## config.mk

```make
export PLATFORM = sky130hd
export DESIGN_NAME = vid_timing_cond
export DESIGN_NICKNAME = d
export VERILOG_FILES = /design/src/rtl/vto_pkg.sv /design/src/rtl/vto_cfg_reg.sv /design/src/rtl/vto_freeze.sv /design/src/rtl/vto_dvalid.sv /design/src/rtl/vto_pol_out.sv /design/src/rtl/vid_timing_cond.sv
export SDC_FILE = /design/constraint.sdc
export NUM_CORES = 1
export LEC_CHECK = 0
export ABC_AREA = 1
export BUFFER_PORTS_ARGS = -buffer_cell sky130_fd_sc_hd__buf_2
export CAP_MARGIN = 20
export CORE_MARGIN = 5
export CORE_UTILIZATION = 46
export DETAILED_ROUTE_END_ITERATION = 8
export PLACE_DENSITY = 0.88
export SLEW_MARGIN = 20
export SYNTH_ARGS = -nofsm -noshare
export SYNTH_HDL_FRONTEND = slang
export SYNTH_HIERARCHICAL = 1
export SYNTH_SLANG_ARGS = --single-unit
```

## constraint.sdc

```tcl
create_clock -name clk -period 1.15 [get_ports clk]
set_clock_uncertainty 0.15 [all_clocks]
set_input_delay 0.23 -clock clk [delete_from_list [all_inputs] [get_ports clk]]
set_output_delay 0.23 -clock clk [all_outputs]
set_load 0.05 [all_outputs]
```

## src/rtl/vto_pkg.sv

```systemverilog
package vto_pkg;
  localparam int CFG_W      = 8;
  localparam int NSIG       = 6;
  localparam int IDX_HS     = 0;
  localparam int IDX_VS     = 1;
  localparam int IDX_BLANK  = 2;
  localparam int IDX_FIELD  = 3;
  localparam int IDX_DV     = 4;
  localparam int IDX_VBI    = 5;
  localparam int OE_TIM_BIT = 6;
  localparam int OE_DAT_BIT = 7;

  typedef enum logic [1:0] {
    MODE_YC8      = 2'd0,
    MODE_BT656    = 2'd1,
    MODE_WIDE     = 2'd2,
    MODE_WIDE_ALT = 2'd3
  } out_mode_e;

  typedef struct packed {
    logic line_all;
    logic dv_lock;
    logic freeze;
  } gen_cfg_t;
endpackage

```

## src/rtl/vto_cfg_reg.sv

```systemverilog
module vto_cfg_reg
  import vto_pkg::*;
#(
  parameter int W = CFG_W
) (
  input  logic         clk,
  input  logic         rst_n,
  input  logic [W-1:0] out_cfg_i,
  input  gen_cfg_t     gen_cfg_i,
  input  out_mode_e    mode_i,
  output logic [W-1:0] out_cfg_q,
  output gen_cfg_t     gen_cfg_q,
  output out_mode_e    mode_q
);
  logic [W-1:0] out_d;
  gen_cfg_t     gen_d;
  out_mode_e    mode_d;

  always_comb begin
    out_d  = out_cfg_i;
    gen_d  = gen_cfg_i;
    mode_d = mode_i;
  end

  always_ff @(posedge clk or negedge rst_n) begin
    if (!rst_n) begin
      out_cfg_q <= '0;
      gen_cfg_q <= '0;
      mode_q    <= MODE_YC8;
    end else begin
      out_cfg_q <= out_d;
      gen_cfg_q <= gen_d;
      mode_q    <= mode_d;
    end
  end
endmodule

```

## src/rtl/vto_freeze.sv

```systemverilog
module vto_freeze (
  input  logic clk,
  input  logic rst_n,
  input  logic req_i,
  input  logic sof_i,
  input  logic eof_i,
  output logic frozen_o,
  output logic upd_o
);
  logic frz_q, frz_d;
  logic enter, leave;

  always_comb begin
    enter = !frz_q && eof_i && req_i;
    leave = frz_q && sof_i && !req_i;
    frz_d = frz_q;
    if (enter)      frz_d = 1'b1;
    else if (leave) frz_d = 1'b0;
    upd_o = !frz_q || leave;
  end

  always_ff @(posedge clk or negedge rst_n) begin
    if (!rst_n) frz_q <= 1'b0;
    else        frz_q <= frz_d;
  end

  assign frozen_o = frz_q;

  p_entry_on_eof_r10: assert property (@(posedge clk) disable iff (!rst_n)
    $rose(frz_q) |-> ($past(eof_i) && $past(req_i)));

  p_exit_on_sof_r11: assert property (@(posedge clk) disable iff (!rst_n)
    $fell(frz_q) |-> ($past(sof_i) && !$past(req_i)));
endmodule

```

## src/rtl/vto_dvalid.sv

```systemverilog
module vto_dvalid (
  input  logic clk,
  input  logic rst_n,
  input  logic en_i,
  input  logic wide_i,
  input  logic dv_lock_i,
  input  logic line_all_i,
  input  logic act_i,
  input  logic lock_i,
  output logic dv_o
);
  logic dv_q, dv_d;
  logic tgl_q, tgl_d;
  logic win;
  logic toggle_mode;

  always_comb begin
    win         = line_all_i || act_i;
    toggle_mode = wide_i && !dv_lock_i;
    tgl_d       = 1'b0;
    if (!wide_i) begin
      dv_d = act_i;
    end else if (dv_lock_i) begin
      dv_d = win && lock_i;
    end else begin
      dv_d  = win && !tgl_q;
      tgl_d = win ? !tgl_q : 1'b0;
    end
  end

  always_ff @(posedge clk or negedge rst_n) begin
    if (!rst_n) begin
      dv_q  <= 1'b0;
      tgl_q <= 1'b0;
    end else if (en_i) begin
      dv_q  <= dv_d;
      tgl_q <= tgl_d;
    end
  end

  assign dv_o = dv_q;

  p_half_rate_toggle_r5: assert property (@(posedge clk) disable iff (!rst_n)
    (en_i && toggle_mode && dv_q && $past(en_i && toggle_mode)) |=> !dv_q);
endmodule

```

## src/rtl/vto_pol_out.sv

```systemverilog
module vto_pol_out #(
  parameter int N = 6
) (
  input  logic [N-1:0] val_i,
  input  logic [N-1:0] pol_i,
  output logic [N-1:0] out_o
);
  for (genvar i = 0; i < N; i++) begin : g_pol
    assign out_o[i] = pol_i[i] ? val_i[i] : !val_i[i];
  end
endmodule

```

## src/rtl/vid_timing_cond.sv

```systemverilog
module vid_timing_cond
  import vto_pkg::*;
(
  input  logic       clk,
  input  logic       rst_n,
  input  logic [7:0] out_cfg_i,
  input  logic [2:0] gen_cfg_i,
  input  logic [1:0] mode_i,
  input  logic       hs_raw_i,
  input  logic       vs_raw_i,
  input  logic       blank_raw_i,
  input  logic       field_raw_i,
  input  logic       vbi_raw_i,
  input  logic       act_raw_i,
  input  logic       lock_raw_i,
  input  logic       clk2_i,
  input  logic       sof_i,
  input  logic       eof_i,
  output logic       hsync_o,
  output logic       vsync_o,
  output logic       blank_o,
  output logic       field_o,
  output logic       dvalid_o,
  output logic       vbivalid_o,
  output logic       data_oe_o,
  output logic       timing_oe_o
);
  logic [CFG_W-1:0] ocfg_q;
  gen_cfg_t         gcfg_q;
  out_mode_e        mode_q;
  logic             frozen, upd;
  logic             wide;
  logic             dv_q;
  logic [NSIG-1:0]  raw_d, tim_q, tim_vec, out_vec;

  vto_cfg_reg #(.W(CFG_W)) u_cfg (
    .clk       (clk),
    .rst_n     (rst_n),
    .out_cfg_i (out_cfg_i),
    .gen_cfg_i (gen_cfg_t'(gen_cfg_i)),
    .mode_i    (out_mode_e'(mode_i)),
    .out_cfg_q (ocfg_q),
    .gen_cfg_q (gcfg_q),
    .mode_q    (mode_q)
  );

  vto_freeze u_frz (
    .clk      (clk),
    .rst_n    (rst_n),
    .req_i    (gcfg_q.freeze),
    .sof_i    (sof_i),
    .eof_i    (eof_i),
    .frozen_o (frozen),
    .upd_o    (upd)
  );

  assign wide = (mode_q == MODE_WIDE) || (mode_q == MODE_WIDE_ALT);

  vto_dvalid u_dv (
    .clk        (clk),
    .rst_n      (rst_n),
    .en_i       (upd),
    .wide_i     (wide),
    .dv_lock_i  (gcfg_q.dv_lock),
    .line_all_i (gcfg_q.line_all),
    .act_i      (act_raw_i),
    .lock_i     (lock_raw_i),
    .dv_o       (dv_q)
  );

  always_comb begin
    raw_d            = tim_q;
    raw_d[IDX_HS]    = hs_raw_i;
    raw_d[IDX_VS]    = vs_raw_i;
    raw_d[IDX_BLANK] = blank_raw_i;
    raw_d[IDX_FIELD] = field_raw_i;
    raw_d[IDX_VBI]   = vbi_raw_i;
    raw_d[IDX_DV]    = 1'b0;
  end

  always_ff @(posedge clk or negedge rst_n) begin
    if (!rst_n)   tim_q <= '0;
    else if (upd) tim_q <= raw_d;
  end

  always_comb begin
    tim_vec         = tim_q;
    tim_vec[IDX_DV] = dv_q && (wide || !gcfg_q.line_all || clk2_i);
  end

  vto_pol_out #(.N(NSIG)) u_pol (
    .val_i (tim_vec),
    .pol_i (ocfg_q[NSIG-1:0]),
    .out_o (out_vec)
  );

  assign hsync_o     = out_vec[IDX_HS];
  assign vsync_o     = out_vec[IDX_VS];
  assign blank_o     = out_vec[IDX_BLANK];
  assign field_o     = out_vec[IDX_FIELD];
  assign dvalid_o    = out_vec[IDX_DV];
  assign vbivalid_o  = out_vec[IDX_VBI];
  assign data_oe_o   = ocfg_q[OE_DAT_BIT];
  assign timing_oe_o = ocfg_q[OE_TIM_BIT];

  p_hold_while_frozen_r10: assert property (@(posedge clk) disable iff (!rst_n)
    (frozen && !upd) |=> ($stable(tim_q) && $stable(dv_q)));

  p_strobe_latency_r2: assert property (@(posedge clk) disable iff (!rst_n)
    (!frozen && $past(!frozen)) |-> (tim_q[IDX_HS] == $past(hs_raw_i)));
endmodule

```

==> results.cfg <==
[floorplan]
rows = 15
initial_core_util_pct = 47.5
dieHeight_um = 51.8
num_io_pins = 33
die-area_mm2 = 0.00268
core_area_mm2 = 0.00169
die_w_um = 51.8

[setup_path]
cp.arrival_ps = 1220
end_kind = output pin
slowest_stage = dfrtp_1
crit_top_cell = nand2_1
cp-start-kind = flop
critPathKind = reg2out
reg2regPathDepth = 5
required_ps = 770
worst-r2r-setup-slack_ps = 10
crit_fanout = 2
crit_path_cell_trace = inv_1 > nand3_2 > nand2_1 > inv_2 > nand2_1 > nand2_4 > buf_8
slowest_delay_ps = 400

[placement]
place_area_mm2 = 0.00101
hpwl_um = 1100
portBuffers = 31
dpl.cell_count = 139
gp_congestion = 0.637

[timing]
finalSetupViolCount = 8
grt_setup_unrepaired = true
whs_ps = -0.456
slew_headroom_pct = 71.9
timing.fmax_mhz = 626
finalHoldViolCount = 1
worst_slack_ps = -448
setup-tns-final_ps = -1900
min_period_ps = 1600
slew_violations = 0
tightest_slew_ps = 421
timing.final.crit_share_pct = 139

[finish]
final_util_pct = 79.4
fill_cells = 110
diodes = 0
multi_input_area_um2 = 233
layout-drive-gt1-share_pct = 37.4
finalNonFillerCells = 164
fin_area_mm2 = 0.00134
syn_to_final_growth_pct = 67.2
fin_nets = 173
register_area_um2 = 500

[drt]
viasPerCell = 4.43
initialDrtViolationCount = 5
detail_route.wl_per_cell_um = 10.7
antenna_left = 0
drt-total-wl_um = 1750
route.detailed.drc = 0
first_pass_iters = 2
via_count = 727

[global_routing]
grt_max_degree = 21
gr-total-overflow = 0
grt_pass1_vias = 761
grt_pass1_wl_um = 2970
antenna_found_initial = 0
grt_use_total_pct = 14.9

[min_path]
whs_path_depth = 3
min_path_type = in2reg

[job]
drv_cap = 0

[synthesis]
synth_area_um2 = 802
synth_area_per_cell_um2 = 8.72
syn_nets = 117
synthCells = 92
yosys_warnings = 6

[clock_tree]
cts_htree_levels = 1
clk_pin_slew_worst_paths_ps = 110
cts_root_buf = clkbuf_4
insertion_delay_ps = 300
numCtsBuffers = 3
clock-sinks = 20
tritoncts = built
cts_buffer_depth = 2

[power_and_ir_drop]
power.leakage_nw = 0.745
peakVddDrop_mv = 0.919
p_per_area_mw_per_mm2 = 1430

[run_status]
status = finished, violations left
violations = hold timing, setup timing
area by class of cell:
cell class	count	area share [%]
sequential	20	37.3
clock buffer	3	1.68
timing repair buffer	53	33.4
inverter	23	6.44
multi-input combinational	47	17.4
tap	17	1.59
clock inverter	1	2.24
placed cells by master, fill, tap and decap left out, drive strengths merged:
cell type	count
nand2	35
dfrtp	20
clkbuf	3
o21ai	7
dlygate4sd3	17
nand3	1
buf	36
inv	23
nor2	4
bufinv	1
what timing repair did:
item / 4_1_cts / 5_1_grt
pin swaps: 2 / 3
hold buffers: 16 / 1
setup endpoints to repair: 8 / 12
gates resized for setup: 22 / 4
endpoints found under the hold margin: 35 / 1
buffers inserted: 1 / 3
state kept, by name, summed over array words and instances (netlist names):
| signal | count |
|---|---|
| u_dv/tgl_q | 1 |
| tim_q | 5 |
| u_cfg/out_cfg_q | 8 |
| u_dv/dv_o | 1 |
| u_cfg/gen_cfg_q | 3 |
| u_cfg/mode_q | 1 |
| u_frz/frozen_o | 1 |
through the flow:
stage / power, mW / setup WS, ps
2_1_floorplan: 1.09 / -17.4
3_3_place_gp: 1.20 / -225
3_5_place_dp: 1.21 / -267
4_1_cts: 1.89 / -462
5_1_grt: 2.04 / -548
6_report: 1.92 / -448
worst paths after layout:
check	start	to
min in group asynchronous	rst_n	u_cfg/out_cfg_q[4]
max reg2reg	u_cfg/gen_cfg_q[0]	u_dv/tgl_q
max in group asynchronous	rst_n	u_cfg/out_cfg_q[5]
min reg2reg	u_dv/dv_o	u_dv/dv_o
min	hs_raw_i	tim_q[0]
max	u_cfg/mode_q[1]	dvalid_o
critical path, delay by kind of cell, from the launching register on:
kind	cells	cell delay [ps]
buffers and inverters	3	240
DFF	1	400
and+or+nand+nor	4	270
where the power goes:
group,internal (mW),switching [mW]
combinational,0.254,0.299
sequential,0.764,0.0411
clock,0.352,0.213
per-layer routing:
metal | wire, µm | up-vias | track usage [%]
li1 | - | 373 | -
met1 | 707 | 328 | 16.2
met2 | 919 | 22 | 27.3
met3 | 84 | 4 | 2.29
met4 | 42 | 0 | 7.86
met5 | 0 | - | 0
(Power assumes the default switching activity.)
